[src/rtl/burst_rd_target.sv]
module burst_rd_target #(
  parameter int W     = 32,
  parameter int DEPTH = 8,
  parameter int LW    = 4,
  localparam int AW   = $clog2(DEPTH),
  localparam int NB   = W / 8
) (
  input  logic             clk,
  input  logic             rst_n,
  input  logic             cs_n,
  input  logic             rd_n,
  input  logic             wr_n,
  input  logic [NB-1:0]    be_n,
  input  logic             burst,
  input  logic [AW-1:0]    word_addr,
  input  logic [LW-1:0]    lat,
  input  logic [DEPTH*W-1:0] buf_words,
  output logic             wait_n,
  output logic [W-1:0]     data,
  output logic [NB-1:0]    par
);

  typedef enum logic [1:0] {S_IDLE, S_WAIT, S_DATA, S_NOP} st_t;

  st_t st;
  logic [AW-1:0] ptr, cnt, sel;
  logic [LW-1:0] wcnt;
  logic          single;
  logic [W-1:0]  raw, word, hold;
  logic [NB-1:0] wpar, phold;

  wire start  = !cs_n && !rd_n && wr_n;
  wire active = (st == S_DATA) || (st == S_NOP);
  wire xfer   = active && !cs_n && !rd_n;

  assign sel = (st == S_NOP) ? word_addr : ptr;
  assign raw = buf_words[int'(sel)*W +: W];

  for (genvar b = 0; b < NB; b++) begin : g_byte
    assign word[b*8 +: 8] = be_n[b] ? 8'h00 : raw[b*8 +: 8];
    assign wpar[b]        = ^word[b*8 +: 8];
  end

  assign wait_n = (st != S_WAIT);
  assign data   = xfer ? word : hold;
  assign par    = xfer ? wpar : phold;

  always_ff @(posedge clk or negedge rst_n) begin
    if (!rst_n) begin
      st     <= S_IDLE;
      ptr    <= '0;
      cnt    <= '0;
      wcnt   <= '0;
      single <= 1'b0;
      hold   <= '0;
      phold  <= '0;
    end else begin
      case (st)
        S_IDLE: if (start) begin
          st     <= S_WAIT;
          ptr    <= word_addr;
          cnt    <= '0;
          wcnt   <= (lat == '0) ? LW'(1) : lat;
          single <= !burst;
        end
        S_WAIT: begin
          if (cs_n)              st <= S_IDLE;
          else if (wcnt <= 1)    st <= S_DATA;
          else                   wcnt <= wcnt - 1'b1;
        end
        default: begin
          if (cs_n)      st <= S_IDLE;
          else if (rd_n) st <= S_NOP;
          else begin
            hold  <= word;
            phold <= wpar;
            ptr   <= sel + 1'b1;
            cnt   <= cnt + 1'b1;
            st    <= (single || cnt == AW'(DEPTH-1)) ? S_IDLE : S_DATA;
          end
        end
      endcase
    end
  end

  p_start_waits_r2: assert property (@(posedge clk) disable iff (!rst_n)
    (st == S_IDLE && start) |=> !wait_n);

  p_nop_hold_r5: assert property (@(posedge clk) disable iff (!rst_n)
    (active && !cs_n && rd_n) |-> ($stable(data) && $stable(par)));

  p_eight_max_r6: assert property (@(posedge clk) disable iff (!rst_n)
    (xfer && cnt == AW'(DEPTH-1)) |=> (st == S_IDLE));

  p_cs_ends_r7: assert property (@(posedge clk) disable iff (!rst_n)
    (st != S_IDLE && cs_n) |=> (st == S_IDLE && wait_n));

  p_byte_parity_r8: assert property (@(posedge clk) disable iff (!rst_n)
    xfer |-> (par[0] == ^data[7:0]));

  p_write_ignored_r11: assert property (@(posedge clk) disable iff (!rst_n)
    (st == S_IDLE && !wr_n) |=> (st == S_IDLE));

endmodule

[config.mk]
export PLATFORM = sky130hd
export DESIGN_NAME = burst_rd_target
export DESIGN_NICKNAME = d
export VERILOG_FILES = /design/src/rtl/burst_rd_target.sv
export SDC_FILE = /design/constraint.sdc
export NUM_CORES = 1
export LEC_CHECK = 0
export ABC_AREA = 1
export ABC_CLOCK_PERIOD_IN_PS = 3600
export BUFFER_PORTS_ARGS = -buffer_cell sky130_fd_sc_hd__buf_4
export CAP_MARGIN = 20
export CORE_ASPECT_RATIO = 0.7
export CORE_MARGIN = 2
export CORE_UTILIZATION = 35
export DETAILED_ROUTE_END_ITERATION = 16
export SYNTH_ARGS = -nofsm -noshare
export SYNTH_HDL_FRONTEND = slang
export SYNTH_SLANG_ARGS = --single-unit
[constraint.sdc]
create_clock -name clk -period 3.6 [get_ports clk]
set_input_delay 0.36 -clock clk [delete_from_list [all_inputs] [get_ports clk]]
set_output_delay 0.36 -clock clk [all_outputs]
set_load 0.1 [all_outputs]
# Word level (Yosys, flattened, before mapping)
# Cells that the tools add are included.
# classes
add_sub_neg	3
magnitude_cmp	1
eq_ne	11
shift	1
n_mux	27
bitwise_logic	4
n_reduce_logical	22
# op_table
operator	n
$shiftx 256x9->32	1
$mux 32	1
$mux 8	4
$reduce_xor 8->1	4
$mux 3	7
$mux 4	5
$mux 2	6
$pmux 3 s2	2
$pmux 4 s2	1
$reduce_and 4->1	2
$add 3x1->3 const B	2
$ne 2x1->1 const B	3
$ne 2x2->1 const B	3
$eq 2x2->1 const B	2
$le 4x1->1 const B	1
$logic_and 1x1->1	4
$logic_not 4->1	1
$not 1->1	4
$pmux 2 s2	1
$reduce_and 2->1	2
$sub 4x1->4 const B	1
$eq 3x3->1 const B	1
$logic_not 1->1	3
$ne 3x3->1 const B	1
6 further kinds	7
# totals
regBits	49
in_bits	273
output_inout_bits	37
word_cells	76

# Logic depth before layout (Yosys ltp)
# depth
depth_word	6
ltp_mapped	19
depth_no_buf	16

# Worst setup path after synthesis
# No wires, ideal clock.
# synth_timing
kind	reg-to-output
startpoint	register st[1]
endpoint	output port data[13]
arrival_ns	3.548
path_slack_ns	-0.308
stages_incl_launch_ff	11
path_buffers	3
cell_sequence	dfrtp_1 > buf_2 > nand2_4 > nand2_1 > nand2_1 > buf_2 > buf_2 > nand3_1 > nand3_1 > nand3_1 > o21ai_0
# synth_via
elab_chain_len	5
# synth_rtl
element	line_no	rtl
start: declaration	25	st_t st;
start signal: assignment	79	st <= (single || cnt == AW'(DEPTH-1)) ? S_IDLE : S_DATA;
$eq 2x2->1 (on tied branches)	33, 36	
$mux 3 or $logic_or 1x1->1 (tied branches)	36, 33	
$shiftx 256x9->32 or $logic_and 1x1->1 (tied branches)	37, 34	
$mux 8 or $logic_and 1x1->1 (tied branches)	40, 34	
$mux 32 *	45	assign data = xfer ? word : hold;
end: declaration	19	output logic [W-1:0] data,
# Mark *: on every way between the ends. The rest lies on a longest branch, timed or not.

# Worst setup path in the final report
# layout_timing
startpoint	register st[1]
endpoint	output port par[1]
# layout_via
elab_chain_len	6
# layout_rtl
element	line_no	rtl
$eq 2x2->1	33, 36	
$mux 3	36	assign sel = (st == S_NOP) ? word_addr : ptr;
$shiftx 256x9->32	37	assign raw = buf_words[int'(sel)*W +: W];
$mux 8	40	assign word[b*8 +: 8] = be_n[b] ? 8'h00 : raw[b*8 +: 8];
$reduce_xor 8->1	41	assign wpar[b] = ^word[b*8 +: 8];
$mux 4 *	46	assign par = xfer ? wpar : phold;
end: declaration	20	output logic [NB-1:0] par
# Marked as above.

==> flow_metrics.env <==
export IMPL_adder_and_majority_gate_portion_of_the_synthesized_area=0.00953
export IMPL_tritoncts_buffer_count=5
export IMPL_ys_warn_count=0
export IMPL_timing_setup_critical_path_class="flop to primary output"
export IMPL_antenna_left=0
export IMPL_synth_edf_count=0
export IMPL_postSynthNetCount=1559
export IMPL_required_time_at_the_worst_slack_endpoint_ns=3.24
export IMPL_gp_congestion=0.901
export IMPL_path_buf_inv=3
export IMPL_status="finished clean"
export IMPL_synth_largest_area_cell="sky130_fd_sc_hd__nand2_1"
export IMPL_clk_pin_slew_worst_paths_ns=0.06
export IMPL_area_growth_synth_to_final_pct=40.5
export IMPL_global_route_usage_total=0.271
export IMPL_internal_power_mw=2.72
export IMPL_setup_viol=0
export IMPL_ctsLongestPathBuffers=2
export IMPL_wl_per_cell_um=15.4
export IMPL_post_dp_hpwl_mm=22.0
export IMPL_nets=1823
export IMPL_path_max_fanout=28
export IMPL_drt_drc_violations_left=0
export IMPL_crit_path_max_incr_delay_ns=0.47
export IMPL_async_flop_share=1.00
export IMPL_cp_top_delay_family="simple AND/OR/NAND/NOR gates"
export IMPL_grt_pass1_wl_mm=42.4
export IMPL_synthMostInstantiatedCell="sky130_fd_sc_hd__nand2_1"
export IMPL_power_share_switching=0.618
export IMPL_max_rail_drop_vdd_v=0.000588
export IMPL_cts_num_sinks=49
export IMPL_final_min_period_over_clock_period=0.963
export IMPL_grt_overflow_total=0
export IMPL_hold_class="primary input to async pin"
export IMPL_flip_flop_cell_with_the_highest_count_after_synthesis="sky130_fd_sc_hd__dfrtp_1"
export IMPL_fp_dieH_um=119
export IMPL_power_share_clock=0.064
export IMPL_cp_data_arrival_time_ns=3.11
export IMPL_dpl_cell_area_um2=9080
export IMPL_synth_simple_gate_area_frac=0.527
export IMPL_critical_path_cell_chain="nand2_4 -> nand2_1 -> nand2_4 -> buf_12 -> nand2_1 -> nand3_1 -> nand3_1 -> nand3_1 -> nand2_1 -> nand2_1 -> inv_2 -> nand2_1 -> nand2_1 -> nand2_1 -> nand3_1 -> nand2_1 -> buf_4"
export IMPL_drive_above_1_share=0.227
export IMPL_first_iter_violations=790
export IMPL_cp_end_kind="primary output"
export IMPL_ys_ff_latch=49
export IMPL_die_area_um2=19900
export IMPL_netlist_top_cells_area="sky130_fd_sc_hd__nand2_1 25%, sky130_fd_sc_hd__dfrtp_1 19%, sky130_fd_sc_hd__nand3_1 18%, sky130_fd_sc_hd__inv_1 14%, sky130_fd_sc_hd__o21ai_0 6.0%"
export IMPL_overall_via_count_from_detail_route=8541
export IMPL_final_core_utilization=0.507
export IMPL_drt_vias_per_instance=4.79
export IMPL_synth_common_cells="436 x sky130_fd_sc_hd__nand2_1, 250 x sky130_fd_sc_hd__inv_1, 231 x sky130_fd_sc_hd__nand3_1"
export IMPL_clock_tree_root_cell="sky130_fd_sc_hd__clkbuf_16"
export IMPL_crit_path_start_kind="flop"
export IMPL_totalNegativeSetupSlack_ns=0
export IMPL_critPathMostFrequentCell="sky130_fd_sc_hd__nand2_1"
export IMPL_maxSlewViolCount=0
export IMPL_tightestPinTransition_ns=0.779
export IMPL_start_util=0.361
export IMPL_grt_antenna_before_repair=0
export IMPL_grt_setup_unrepaired="no"
export IMPL_chip_width_um=168
export IMPL_stdcell_area_um2=9230
export IMPL_synth_xor_xnor_area_share=0.00267
export IMPL_worst_clock_skew_ns=0.00331
export IMPL_syn_inst=1281
export IMPL_top_level_ports=310
export IMPL_portBuffers=309
export IMPL_seqPwrFrac=0.112
export IMPL_number_of_max_cap_violations=0
export IMPL_std_cell_rows=41
export IMPL_synth_top_cell_area_share=0.249
export IMPL_synth_distinct_cells=31
export IMPL_synth_top_family_by_area="simple AND/OR/NAND/NOR gates"
export IMPL_synth_compound_area_frac=0.0753
export IMPL_number_of_global_route_vias_before_repair=7647
export IMPL_powerDensity_nw_per_um2=773
export IMPL_syn_area_um2=6570
export IMPL_ys_seq_area_frac=0.187
export IMPL_finalHoldViolCount=0
export IMPL_p_leak_nw=5.73
export IMPL_switch_pwr_mw=4.41
export IMPL_cts_tree="done"
export IMPL_grt_start_max_net_pins=80
export IMPL_firstDrtPassIters=6
export IMPL_relSlewSlack=0.481
export IMPL_post_synth_mux_area_share=0
export IMPL_comb_power_share=0.824
export IMPL_slowest_stage="sky130_fd_sc_hd__dfrtp_2"
export IMPL_antennaDiodeCount=0
export IMPL_synth_avg_cell_area_um2=5.13
export IMPL_clock_insertion_delay_worst_skew_ns=0.29
export IMPL_finalWirelength_mm=27.4
export IMPL_fmaxAchievable_mhz=288
export IMPL_clock_tree_htree_level_count=2
export IMPL_min_period_ns=3.47
export IMPL_core_area_um2=18200
-- worst register-to-register path, delay by kind of cell, from the launching register on --
kind / cells / cell delay, ns
AND/OR/NAND/NOR: 13 / 1.56
flip-flops: 1 / 0.48
buffers and inverters: 3 / 0.43
-- power groups by stage --
stage          logic, mW  clock network, mW  registers [mW]
6_report            5.88              0.457           0.800
5_1_grt             6.51              0.489           0.818
4_1_cts             5.83              0.468           0.798
3_5_place_dp        5.81                  0           0.807
3_3_place_gp        5.79                  0           0.807
2_1_floorplan       4.29                  0           0.784
-- logic make-up (layout without fill, tap and decap cells) --
group	after synthesis	in the layout
buffers and inverters	328	593
adder cells (fa/ha/maj)	5	5
AO/OA/AOI/OAI	93	93
flip-flops	49	49
AND/OR/NAND/NOR	804	804
XOR/XNOR	2	2
-- per-layer routing --
metal  routed length [µm]  GRT usage
met5                    0          0
met4                  238     0.0408
met3                 2470     0.0563
met2                11000      0.387
met1                13700      0.420
-- layout make-up --
class,count,area [µm²]
Clock buffer,6,129
Sequential cell,49,1230
Tap cell,236,295
Multi-Input combinational cell,904,4040
Clock inverter,2,10.0
Timing Repair Buffer,324,2540
Fill cell,2047,8990
Inverter,261,980
-- per-stage QoR --
stage	cells	hold WS [ns]	total power, mW	worst slack [ns]
3_3_place_gp	1774	0.424	6.59	0.566
2_1_floorplan	1281	0.0644	5.07	0.446
4_1_cts	1782	0.114	7.10	0.199
3_5_place_dp	1774	0.421	6.61	0.522
5_1_grt	1782	0.138	7.82	0.0238
6_report	1782	0.0849	7.13	0.133
-- placed cells by master (no fill, tap or decap), types with 2 or more instances in the layout --
cell | Yosys | routed
sky130_fd_sc_hd__nand2_4 | 3 | 4
sky130_fd_sc_hd__buf_12 | 0 | 8
sky130_fd_sc_hd__o211ai_1 | 2 | 2
sky130_fd_sc_hd__dfrtp_1 | 49 | 48
sky130_fd_sc_hd__o22ai_1 | 2 | 2
sky130_fd_sc_hd__clkinv_2 | 0 | 2
sky130_fd_sc_hd__or2_1 | 2 | 2
sky130_fd_sc_hd__a21oi_1 | 5 | 5
sky130_fd_sc_hd__inv_1 | 250 | 250
sky130_fd_sc_hd__clkbuf_16 | 0 | 5
sky130_fd_sc_hd__inv_2 | 11 | 11
sky130_fd_sc_hd__or2_0 | 9 | 9
sky130_fd_sc_hd__nand2_1 | 436 | 434
sky130_fd_sc_hd__buf_4 | 9 | 314
sky130_fd_sc_hd__nand3_1 | 231 | 231
sky130_fd_sc_hd__nor2_1 | 95 | 95
sky130_fd_sc_hd__ha_1 | 5 | 5
sky130_fd_sc_hd__o21ai_0 | 79 | 47
sky130_fd_sc_hd__nand3b_1 | 24 | 24
sky130_fd_sc_hd__buf_6 | 1 | 2
sky130_fd_sc_hd__o21ai_1 | 0 | 32
-- path summary, 6_finish.rpt --
check / from / to / slack [ns] / cells past startpoint
max: st[1] / par[1] / 0.13 / 17
max reg2reg: st[0] / phold[1] / 1.00 / 16
min in group clk: burst / single / 0.27 / 2
max in group asynchronous: rst_n / st[1] / 3.06 / 1
min reg2reg: phold[2] / phold[2] / 0.47 / 2
min: rst_n / hold[23] / 0.08 / 1
-- registers in the layout (all words and copies together), names as in the netlist --
signal  count
wcnt        4
cnt         3
ptr         3
single      1
st          2
hold       32
phold       4
-- timing repair --
action                     in CTS  in global routing
setup endpoints to repair       0                  3
buffers inserted                0                  0
hold buffers                    0                  0
gates resized for setup         0                  3
(Power assumes the default switching activity.)
